==> src/rtl/mbox_regfile.sv <==
module mbox_regfile #(
  parameter int PAY_EXP    = 8,
  parameter bit BG_IRQ_CAP = 1'b1,
  parameter int IRQ_MSG    = 0,
  localparam int IDX_W  = PAY_EXP - 2,
  localparam int ADDR_W = IDX_W + 1
) (
  input  logic              clk,
  input  logic              rst_n,
  input  logic              host_we,
  input  logic [ADDR_W-1:0] host_addr,
  input  logic [31:0]       host_wdata,
  output logic [31:0]       host_rdata,
  output logic              busy,
  output logic              mbox_irq,
  output logic              exe_start,
  output logic [15:0]       exe_opcode,
  output logic [20:0]       exe_in_len,
  input  logic              exe_done,
  input  logic [15:0]       exe_rc,
  input  logic [20:0]       exe_out_len,
  input  logic              exe_bg,
  input  logic              exe_prog_vld,
  input  logic [6:0]        exe_prog_pct,
  input  logic [15:0]       exe_bg_rc,
  input  logic              exe_pl_we,
  input  logic [IDX_W-1:0]  exe_pl_idx,
  input  logic [31:0]       exe_pl_wdata,
  output logic [31:0]       exe_pl_rdata
);
  localparam int PAY_WORDS = 1 << IDX_W;
  localparam logic [ADDR_W-2:0] R_CAPS = 0, R_CTRL = 1, R_OP = 2, R_LEN = 3,
                                R_STAT = 4, R_BGP = 5, R_BGRC = 6;
  localparam logic [6:0] PCT_FULL = 7'd100;

  logic        db_q, irq_en_q, irq_q, start_q;
  logic [15:0] op_q, status_q, bg_op_q, bg_rc_q;
  logic [20:0] len_q;
  logic [6:0]  bg_pct_q;
  logic [31:0] pl_mem [PAY_WORDS];

  wire              is_pl    = host_addr[ADDR_W-1];
  wire [ADDR_W-2:0] rsel     = host_addr[ADDR_W-2:0];
  wire [IDX_W-1:0]  host_idx = host_addr[IDX_W-1:0];
  wire wr_reg    = host_we && !is_pl;
  wire wr_ctrl   = wr_reg && rsel == R_CTRL;
  wire ring      = wr_ctrl && host_wdata[0] && !db_q;
  wire fin       = db_q && exe_done;
  wire prog_take = exe_prog_vld && bg_pct_q != PCT_FULL;
  wire [6:0] pct_new = (exe_prog_pct > PCT_FULL) ? PCT_FULL : exe_prog_pct;

  assign busy       = db_q;
  assign mbox_irq   = irq_q;
  assign exe_start  = start_q;
  assign exe_opcode = op_q;
  assign exe_in_len = len_q;
  assign exe_pl_rdata = pl_mem[exe_pl_idx];

  always_ff @(posedge clk or negedge rst_n) begin
    if (!rst_n) begin
      db_q     <= 1'b0;
      irq_en_q <= 1'b0;
      irq_q    <= 1'b0;
      start_q  <= 1'b0;
      op_q     <= '0;
      len_q    <= '0;
      status_q <= '0;
      bg_op_q  <= '0;
      bg_rc_q  <= '0;
      bg_pct_q <= PCT_FULL;
    end else begin
      start_q <= ring;
      irq_q   <= 1'b0;
      if (wr_ctrl) irq_en_q <= host_wdata[1] & BG_IRQ_CAP;
      if (ring) db_q <= 1'b1;
      else if (fin) db_q <= 1'b0;
      if (wr_reg && !db_q && rsel == R_OP)  op_q  <= host_wdata[15:0];
      if (wr_reg && !db_q && rsel == R_LEN) len_q <= host_wdata[20:0];
      if (fin) begin
        status_q <= exe_rc;
        len_q    <= exe_out_len;
        if (exe_bg) begin
          bg_op_q  <= op_q;
          bg_pct_q <= '0;
        end
      end else if (prog_take) begin
        bg_pct_q <= pct_new;
        if (pct_new == PCT_FULL) begin
          bg_rc_q <= exe_bg_rc;
          irq_q   <= irq_en_q;
        end
      end
    end
  end

  always_ff @(posedge clk) begin
    if (!db_q && host_we && is_pl) pl_mem[host_idx] <= host_wdata;
    else if (db_q && exe_pl_we)    pl_mem[exe_pl_idx] <= exe_pl_wdata;
  end

  always_comb begin
    host_rdata = '0;
    if (is_pl) host_rdata = pl_mem[host_idx];
    else begin
      case (rsel)
        R_CAPS: host_rdata = {22'd0, 4'(IRQ_MSG), BG_IRQ_CAP, 5'(PAY_EXP)};
        R_CTRL: host_rdata = {30'd0, irq_en_q, db_q};
        R_OP:   host_rdata = {16'd0, op_q};
        R_LEN:  host_rdata = {11'd0, len_q};
        R_STAT: host_rdata = {16'd0, status_q};
        R_BGP:  host_rdata = {9'd0, bg_pct_q, bg_op_q};
        R_BGRC: host_rdata = {16'd0, bg_rc_q};
        default: host_rdata = '0;
      endcase
    end
  end
endmodule

==> config.mk <==
export PLATFORM = sky130hd
export DESIGN_NAME = mbox_regfile
export DESIGN_NICKNAME = d
export VERILOG_FILES = /design/src/rtl/mbox_regfile.sv
export SDC_FILE = /design/constraint.sdc
export NUM_CORES = 2
export LEC_CHECK = 0
export BUFFER_PORTS_ARGS = -buffer_cell sky130_fd_sc_hd__buf_2
export CAP_MARGIN = 20
export CORE_MARGIN = 2
export CORE_UTILIZATION = 45
export DETAILED_ROUTE_END_ITERATION = 12
export PLACE_DENSITY = 0.65
export REMOVE_ABC_BUFFERS = 1
export SETUP_SLACK_MARGIN = 0.15
export SLEW_MARGIN = 20
export SYNTH_ARGS = -nofsm -noshare
export SYNTH_HDL_FRONTEND = slang
export SYNTH_SLANG_ARGS = --single-unit
==> constraint.sdc <==
create_clock -name clk -period 6 [get_ports clk]
set_input_delay 0 -clock clk [delete_from_list [all_inputs] [get_ports clk]]
set_output_delay 0 -clock clk [all_outputs]
set_load 0.02 [all_outputs]
==> results.toml <==
[outcome]
status = "finished clean"

[yosys]
ys_seq_area_share_pct = 64.50
syn_avg_cell_area_um2 = 20.75
ys_ff_latch = 2144
synthCells = 4775
synth.top_cells.by_area = "edfxtp_1, mux4_2, dfrtp_1, mux2i_1, nand2_1"
synthTopCellsByCount = "edfxtp_1, mux4_2, nand2_1"
synth_top_flop_cell = "edfxtp_1"
synth_most_common_cell = "edfxtp_1"
yosysTopAreaCellShare_pct = 62.07
async_flop_share_pct = 4.478
syn_area_um2 = 99080
synth_edf_count = 2048
ys_warn_count = 0
ys_types = 58
synth_area_leader_cell = "edfxtp_1"

[detailed_routing]
viasPerCell = 7.040
drt-wirelength-per-cell_um = 40.47
vias = 58900
drc = 0
drt_iter0_drc = 9936
ant_nets = 0
drtPass1Iterations = 7
drt-total-wl_mm = 338.6

[floorplan]
ios = 248
core_um2 = 219300
die_w_um = 473.2
dieArea_um2 = 223900
start_util_pct = 45.18
num_rows = 172
die_y_um = 473.2

[finish]
area_growth_pct = 15.18
n_fill_cell = 16900
drive_above_1_share_pct = 38.94
design_area_um2 = 114100
seq_area_um2 = 63910
multi_input_area_um2 = 34040
final_nets = 5440

[power]
ir_drop_uv = 277.4
leakage_nw = 36.73
power_density_nw_per_um2 = 289.7

[grt]
grt_usage_pct = 30.16
grt-ovfl-total = 0
antenna_found_initial = 14
grt_pass1_wl_mm = 466.3
grt_pass1_vias = 58000
grt_max_degree = 109

[critical_path]
worstPathCellList = "and2_2, nand3_1, o21ai_0, nand2_1, nor2_4, buf_4"
worstPathMaxFanout = 33
end_kind = "flip-flop"
r2r_start = "busy"
cpPeakStageDelay_ns = 1.09
crit_required_ns = 6.47
critPathKind = "reg -> reg"
critPathLaunch = "busy"
start_kind = "flip-flop"
arrival_ns = 5.26
slowest_stage = "nor2_4"

[timing]
clock.fmax_mhz = 208.9
tns_ns = 0
hold_viol = 0
finalCritPeriodShare_pct = 79.77
relSlewSlack_pct = 10.90
finalSetupViolCount = 0
min_period_ns = 4.786
tightest_slew_ns = 1.337
report.final.slew_viol_count = 0
clock_skew_ns = 0.04051
rsz0062_at_grt = "no"

[cts]
cts_max_path_buffers = 3
cts_tree = "done"
cts_root_buffer = "clkbuf_16"
cts_buffers = 218
path_clk_slew_ns = 0.06
clock-sinks = 2144
htreeDepth = 4
worstSkewPairLatency_ns = 0.87
post_cts.resized_instances = 0
postCtsHoldBufs = 219
post-cts-setup-buffer-count = 0

[min_path]
min_path_type = "in -> reg"
min-delay-start = "exe_pl_wdata[17]"

[placement]
dp_hpwl_mm = 207.5
io_buffers = 247
routabilityCongestion = 0.8873
postPlaceCellArea_um2 = 104900

[run]
drv_cap = 0
final cells by class:
cell class,instances,area share [%]
Timing Repair Buffer,672,4.876
Clock buffer,263,4.984
Multi-Input combinational cell,2251,29.83
Sequential cell,2144,56.00
Clock inverter,149,1.117
Tap cell,2871,3.148
Antenna cell,7,0.01535
Inverter,9,0.03618
cell families after synthesis:
family / after synthesis / share of synthesized area (%)
AND/OR/NAND/NOR: 493 / 2.108
AO/OA/AOI/OAI: 372 / 2.561
flip-flops: 2144 / 64.50
multiplexers: 1386 / 29.02
buffers and inverters: 380 / 1.805
metal layers:
metal | wire, um | share of wire [%] | track usage (%) | vias up
li1 | - | - | - | 21910
met4 | 15210 | 4.5 | 11.99 | 10
met2 | 155000 | 46 | 45.42 | 4522
met5 | 68 | 0.020 | 0 | -
met3 | 41100 | 12 | 7.116 | 682
met1 | 127200 | 38 | 42.77 | 31780
worst paths after layout:
check / depth (start not counted) / end / slack (ns)
setup reg to reg: 6 / pl_mem[18][28] / 1.21
hold / removal: 3 / pl_mem[48][17] / 0.008
hold reg to reg: 1 / bg_op_q[10] / 0.51
max in group asynchronous: 4 / bg_pct_q[1] / 4.73
min in group asynchronous: 4 / exe_in_len[12] / 0.27
setup / recovery: 6 / pl_mem[18][28] / 1.21
registers in the layout (all words and copies together) (netlist names), 7 cells and up:
| signal | count |
|---|---|
| bg_pct_q | 7 |
| bg_rc_q | 16 |
| exe_opcode | 16 |
| status_q | 16 |
| pl_mem | 2048 |
| exe_in_len | 21 |
| bg_op_q | 16 |
layout by cell type, fill, tap and decap left out, types with 29 or more instances in the layout:
master / count
mux4_2: 1182
buf_12: 35
mux2_2: 75
a211oi_1: 29
buf_4: 169
o22ai_1: 29
clkinv_2: 51
mux2i_1: 129
clkinv_1: 57
nor2_1: 35
clkbuf_16: 221
a21oi_1: 66
dlygate4sd3_1: 218
buf_2: 238
nand2_1: 254
o21ai_0: 46
a22oi_1: 115
clkbuf_1: 42
nor2_4: 70
edfxtp_1: 2048
dfrtp_1: 93
nand3_1: 43
worst max-delay path, delay by kind of cell (launching register included):
family | cells | cell delay, ns
and+or+nand+nor | 4 | 2.78
buffers and inverters | 1 | 0.59
AOI/OAI and AO/OA | 1 | 0.18
DFF | 1 | 0.75
power breakdown:
part | total, mW | internal (mW) | switching, mW
combinational | 2.99 | 1.24 | 1.75
clock | 13.5 | 7.52 | 5.97
sequential | 16.6 | 16.5 | 0.0822
total | 33.1 | 25.3 | 7.80
per-stage QoR:
stage	hold slack (ns)	total power [mW]	worst slack [ns]	std cells	util (%)
floorplan	-0.2956	18.30	2.028	4404	-
global placement	-0.03884	19.71	1.467	7721	47.76
detailed placement	-0.03536	19.73	1.490	7726	47.82
CTS	0.001413	33.11	1.479	8357	52.00
global route	0.06000	33.82	1.215	8362	52.03
finish	0.008241	33.06	1.214	8366	52.04
Note: power is estimated with default switching activity, not from simulation.
